`src/rtl/byte_lane_pkg.sv`:
```
package byte_lane_pkg;
    localparam int LANES    = 4;
    localparam int LANE_W   = 8;
    localparam int DATA_W   = LANES * LANE_W;
    localparam int CTL_W    = 8;
    localparam int LANE_LSB = 3;
    localparam logic [CTL_W-1:0] CTL_RESET = CTL_W'(((1 << LANES) - 1) << LANE_LSB);
    localparam logic [CTL_W-1:0] CTL_WORD  = CTL_W'(((1 << (LANES + 1)) - 1) << LANE_LSB);

    typedef enum logic [1:0] {
        SZ_BYTE = 2'd0,
        SZ_HALF = 2'd1,
        SZ_WORD = 2'd2,
        SZ_RSVD = 2'd3
    } access_size_e;

    typedef struct packed {
        logic [CTL_W-1:0] ctl;
    } ctl_state_t;
endpackage

```
`src/rtl/lane_ctl_reg.sv`:
```
module lane_ctl_reg
    import byte_lane_pkg::*;
(
    input  logic             clk,
    input  logic             rst_n,
    input  logic             ctl_we,
    input  logic [CTL_W-1:0] ctl_wdata,
    output logic [CTL_W-1:0] ctl_value,
    output logic [LANES-1:0] lane_en
);
    ctl_state_t st_d, st_q;

    always_comb begin
        st_d = st_q;
        if (ctl_we) begin
            st_d.ctl = ctl_wdata;
        end
    end

    always_ff @(posedge clk or negedge rst_n) begin
        if (!rst_n) begin
            st_q.ctl <= CTL_RESET;
        end else begin
            st_q <= st_d;
        end
    end

    assign ctl_value = st_q.ctl;

    for (genvar l = 0; l < LANES; l++) begin : g_lane
        assign lane_en[l] = st_q.ctl[LANE_LSB + l];
    end
endmodule

```
`src/rtl/lane_derive.sv`:
```
module lane_derive
    import byte_lane_pkg::*;
(
    input  logic [1:0]       size,
    input  logic [1:0]       offset,
    output logic [CTL_W-1:0] ctl_value
);
    logic [CTL_W-1:0] base;
    logic [CTL_W-1:0] shifted;

    always_comb begin
        case (access_size_e'(size))
            SZ_BYTE: base = CTL_W'(1);
            SZ_HALF: base = CTL_W'(3);
            default: base = '0;
        endcase
        shifted = base << offset;
        case (access_size_e'(size))
            SZ_WORD: ctl_value = CTL_WORD;
            SZ_RSVD: ctl_value = '0;
            default: ctl_value = shifted << LANE_LSB;
        endcase
    end
endmodule

```
`src/rtl/lane_regfile.sv`:
```
module lane_regfile
    import byte_lane_pkg::*;
#(
    parameter int NUM_REGS = 8,
    localparam int IDX_W   = (NUM_REGS > 1) ? $clog2(NUM_REGS) : 1
) (
    input  logic              clk,
    input  logic              rst_n,
    input  logic              wr_en,
    input  logic [IDX_W-1:0]  wr_idx,
    input  logic [DATA_W-1:0] wr_data,
    input  logic [LANES-1:0]  lane_en,
    input  logic [IDX_W-1:0]  rd_idx,
    output logic [DATA_W-1:0] rd_word
);
    typedef struct packed {
        logic [NUM_REGS-1:0][DATA_W-1:0] words;
    } rf_state_t;

    rf_state_t st_d, st_q;
    logic [DATA_W-1:0] bit_mask;

    for (genvar l = 0; l < LANES; l++) begin : g_mask
        assign bit_mask[l*LANE_W +: LANE_W] = {LANE_W{lane_en[l]}};
    end

    always_comb begin
        st_d = st_q;
        if (wr_en && (int'(wr_idx) < NUM_REGS)) begin
            st_d.words[wr_idx] = (st_q.words[wr_idx] & ~bit_mask) | (wr_data & bit_mask);
        end
    end

    always_ff @(posedge clk or negedge rst_n) begin
        if (!rst_n) begin
            st_q <= '0;
        end else begin
            st_q <= st_d;
        end
    end

    always_comb begin
        rd_word = '0;
        if (int'(rd_idx) < NUM_REGS) begin
            rd_word = st_q.words[rd_idx];
        end
    end
endmodule

```
`src/rtl/byte_lane_gate.sv`:
```
module byte_lane_gate
    import byte_lane_pkg::*;
#(
    parameter int NUM_REGS = 8,
    localparam int ADDR_W  = $clog2(NUM_REGS + 1)
) (
    input  logic              clk,
    input  logic              rst_n,
    input  logic              wr_en,
    input  logic [ADDR_W-1:0] wr_addr,
    input  logic [DATA_W-1:0] wr_data,
    input  logic [ADDR_W-1:0] rd_addr,
    output logic [DATA_W-1:0] rd_data,
    output logic [LANES-1:0]  lane_en,
    input  logic [1:0]        req_size,
    input  logic [1:0]        req_off,
    output logic [CTL_W-1:0]  req_ctl
);
    localparam int IDX_W = (NUM_REGS > 1) ? $clog2(NUM_REGS) : 1;
    localparam logic [ADDR_W-1:0] CTL_ADDR = ADDR_W'(NUM_REGS);

    logic              ctl_we;
    logic              bank_we;
    logic [CTL_W-1:0]  ctl_value;
    logic [DATA_W-1:0] bank_word;
    logic [IDX_W-1:0]  wr_idx;
    logic [IDX_W-1:0]  rd_idx;

    always_comb begin
        ctl_we  = wr_en && (wr_addr == CTL_ADDR);
        bank_we = wr_en && (wr_addr < CTL_ADDR);
        wr_idx  = IDX_W'(wr_addr);
        rd_idx  = IDX_W'(rd_addr);
    end

    lane_ctl_reg u_ctl (
        .clk       (clk),
        .rst_n     (rst_n),
        .ctl_we    (ctl_we),
        .ctl_wdata (wr_data[CTL_W-1:0]),
        .ctl_value (ctl_value),
        .lane_en   (lane_en)
    );

    lane_regfile #(.NUM_REGS(NUM_REGS)) u_bank (
        .clk     (clk),
        .rst_n   (rst_n),
        .wr_en   (bank_we),
        .wr_idx  (wr_idx),
        .wr_data (wr_data),
        .lane_en (lane_en),
        .rd_idx  (rd_idx),
        .rd_word (bank_word)
    );

    lane_derive u_derive (
        .size      (req_size),
        .offset    (req_off),
        .ctl_value (req_ctl)
    );

    always_comb begin
        if (rd_addr < CTL_ADDR) begin
            rd_data = bank_word;
        end else if (rd_addr == CTL_ADDR) begin
            rd_data = DATA_W'(ctl_value);
        end else begin
            rd_data = '0;
        end
    end
endmodule

```
`config.mk`:
```
export PLATFORM = sky130hd
export DESIGN_NAME = byte_lane_gate
export DESIGN_NICKNAME = d
export VERILOG_FILES = /design/src/rtl/byte_lane_pkg.sv /design/src/rtl/lane_ctl_reg.sv /design/src/rtl/lane_derive.sv /design/src/rtl/lane_regfile.sv /design/src/rtl/byte_lane_gate.sv
export SDC_FILE = /design/constraint.sdc
export NUM_CORES = 1
export LEC_CHECK = 0
export BUFFER_PORTS_ARGS = -buffer_cell sky130_fd_sc_hd__clkbuf_2
export CORE_ASPECT_RATIO = 2
export CORE_UTILIZATION = 55
export CTS_CLUSTER_SIZE = 25
export DETAILED_ROUTE_END_ITERATION = 12
export PLACE_DENSITY = 0.73
export SYNTH_ARGS = -nofsm -noshare
export SYNTH_HDL_FRONTEND = slang
export SYNTH_SLANG_ARGS = --single-unit
```
`constraint.sdc`:
```
create_clock -name clk -period 2.3 [get_ports clk]
set_input_delay 0.345 -clock clk [delete_from_list [all_inputs] [get_ports clk]]
set_output_delay 0.345 -clock clk [all_outputs]
set_load 0.01 [all_outputs]
```
==> flow_summary.yaml <==
floorplan:
  die_y_um: 232
  die_x_um: 117
  rows: 83
  die_area_um2: 27100
  coreArea_um2: 25900
  start_util: 0.562
  ioPinCount: 91
sta:
  fin_crit_sh: 0.989
  maxSlewViolCount: 0
  setup_viol_count_final: 0
  finalCriticalPeriod_ps: 2270
  rsz0062_at_grt: "false"
  fin_ws_ps: 25.0
  tightestPinTransition_ps: 918
  final_hold_viol_count: 0
  finClkSkew_ps: 19.3
  fmax_mhz: 440
  tns_ps: 0
  relSlewSlack: 0.386
power:
  ir_worst_vdd_mv: 0.488
  p_per_area_nw_per_um2: 877
  power_leakage_nw: 7.42
global_routing:
  grt_overflow: 0
  grtUsageTotal: 0.296
  grt_start_max_net_pins: 63
  grt_pass1_vias: 11100
  grt_pass1_wl_mm: 60.1
  antenna_found_initial: 0
flow_run:
  cap_violations: 0
detailed_routing:
  drc: 0
  wl_per_cell_um: 23.0
  vias: 10500
  routed_wl_mm: 37.6
  viasPerCell: 6.41
  ant_nets: 0
  first_iter_violations: 774
  drtPass1Iterations: 5
worst_setup_path:
  cp-end-kind: "primary output"
  crit_path_max_fanout: 3
  cp_slowest_cell: "mux4_2"
  crit_required_ps: 1960
  critPathArrivalTime_ps: 1930
  reg2reg_slack_ps: 480
  cp-start-kind: "flop"
  worstSetupPathType: "flop to primary output"
  reg2reg_from: "u_ctl.ctl_value[4]"
  worstPathCellList: "mux4_2 -> a22oi_2 -> nand2_1 -> clkbuf_2"
  cp-startpoint: "u_bank.st_q[225]"
  slowest_delay_ps: 480
layout:
  diodes: 0
  syn2layout_area_growth_pct: 13.5
  drive_gt1_frac: 0.270
  nets: 1325
clock_network:
  cts_root_buf: "clkbuf_16"
  cts-buffers-inserted: 24
  clock_path_buffers: 3
  cts_tree: "done"
  clk_pin_slew_ps: 70
  cts_num_sinks: 264
  clock_latency_ps: 550
  htree_num_levels: 1
yosys:
  synth_top_family_by_area: "multiplexers"
  synth_area_leaders: "dfrtp_1, mux4_2, mux4_1"
  synth_cell_types: 29
  yosys_warnings: 0
  synth.area.mux_share: 0.318
  yosys.area_share.simple: 0.0859
  synthAdderAreaFrac: 0
  yosysTopAreaCell: "dfrtp_1"
  syn_area_um2: 14500
  synth_xor_area_frac: 0
  synth_top_area_share: 0.447
  ys_ff_latch: 264
  ys_seq_area_frac: 0.455
  postSynthAreaPerCell_um2: 12.0
  synth_compound_area_frac: 0.103
  syn_inst: 1213
placed_design:
  place.port_buffers: 87
  dp.final_hpwl_mm: 24.3
  place_congestion: 0.855
  pre_cts_slack_ps: 99.0
run_status:
  status: "finished clean"
worst_hold_path:
  hold_path.class: "input port to flop"
  min-delay-start: "wr_data[6]"
## flip-flops by register name, indices dropped and copies added (netlist names)
name	count
u_ctl.ctl_value	8
u_bank.st_q	256
## power breakdown
group          internal, W  switching, W
sequential         0.00567      0.000907
combinational      0.00191       0.00167
clock              0.00249       0.00181
total               0.0101       0.00439
## critical path: cells and delay by family (launching register included)
kind / cells / cell delay [ps]
muxes: 1 / 480
DFF: 1 / 390
AOI/OAI and AO/OA: 1 / 290
buffers and inverters: 1 / 130
and+or+nand+nor: 1 / 90
## layout by cell type (no fill, tap or decap), drive strengths merged
master	synthesis	routed
mux2	57	57
nor3b	1	1
and3b	1	1
and2b	1	1
nand3	2	2
nor2	34	34
conb	1	3
mux2i	49	49
bufinv	0	4
nand2	260	260
dfrtp	260	260
clkinv	0	3
inv	8	9
dlygate4sd3	0	1
a21oi	1	1
nor4b	1	1
o21ai	243	243
mux4	132	132
buf	46	60
nand2b	3	3
clkinvlp	0	2
nand4b	1	1
nor2b	11	11
clkbuf	60	115
o22ai	4	4
dfstp	4	4
o31ai	13	13
a22oi	20	20
## final timing paths
kind	to	cells past startpoint
setup / recovery	rd_data[1]	4
max in group asynchronous	u_ctl.ctl_value[4]	3
min in group asynchronous	u_bank.st_q[25]	2
setup reg to reg	u_bank.st_q[206]	4
hold reg to reg	u_bank.st_q[114]	2
hold / removal	u_ctl.ctl_value[6]	2
## stage by stage
step           instances  cell area, µm²   util  total power (W)  hold slack [ps]
3_5_place_dp        1589           15600  0.604           0.0102              273
3_3_place_gp        1589           15600  0.604          0.00999              270
2_1_floorplan       1215           14500      -          0.00901             49.4
6_report            1635           16500  0.638           0.0145             83.1
4_1_cts             1633           16500  0.637           0.0145             73.1
5_1_grt             1635           16500  0.638           0.0152             90.4
## layout make-up
cell class	instances	area, µm²
timing repair buffer	143	1160
clock buffer	33	664
clock inverter	10	173
sequential	264	6620
fill	1925	9360
inverter	8	30.0
multi-input combinational	837	7430
tap	340	425
## routing by layer
metal / global-route usage / vias up / part of all wire
met5: 0 / - / 0
met4: 0.142 / 0 / 0.040
met3: 0.0300 / 102 / 0.051
met2: 0.508 / 405 / 0.54
met1: 0.371 / 5377 / 0.37
li1: - / 4596 / -
## cell usage after synthesis, drive strengths merged
cell type and instances:
a21oi 1, a22oi 20, and2b 1, and3b 1, buf 46, clkbuf 60, conb 1, dfrtp 260
dfstp 4, inv 8, mux2 57, mux2i 49, mux4 132, nand2 260, nand2b 3, nand3 2
nand4b 1, nor2 34, nor2b 11, nor3b 1, nor4b 1, o21ai 243, o22ai 4, o31ai 13
## what timing repair did
item / CTS / global route
pin swaps: 0 / 1
endpoints found under the setup margin: 3 / 2
hold buffers: 1 / 0
setup buffers: 0 / 2
gates resized for setup: 3 / 3
hold endpoints to repair: 40 / 0
## logic make-up (layout without fill, tap and decap cells)
family	Yosys count	count (layout)
other	1	3
flip-flops	264	264
multiplexers	238	238
AO/OA/AOI/OAI	281	281
AND/OR/NAND/NOR	315	315
buffers and inverters	114	194
(Power assumes the default switching activity.)
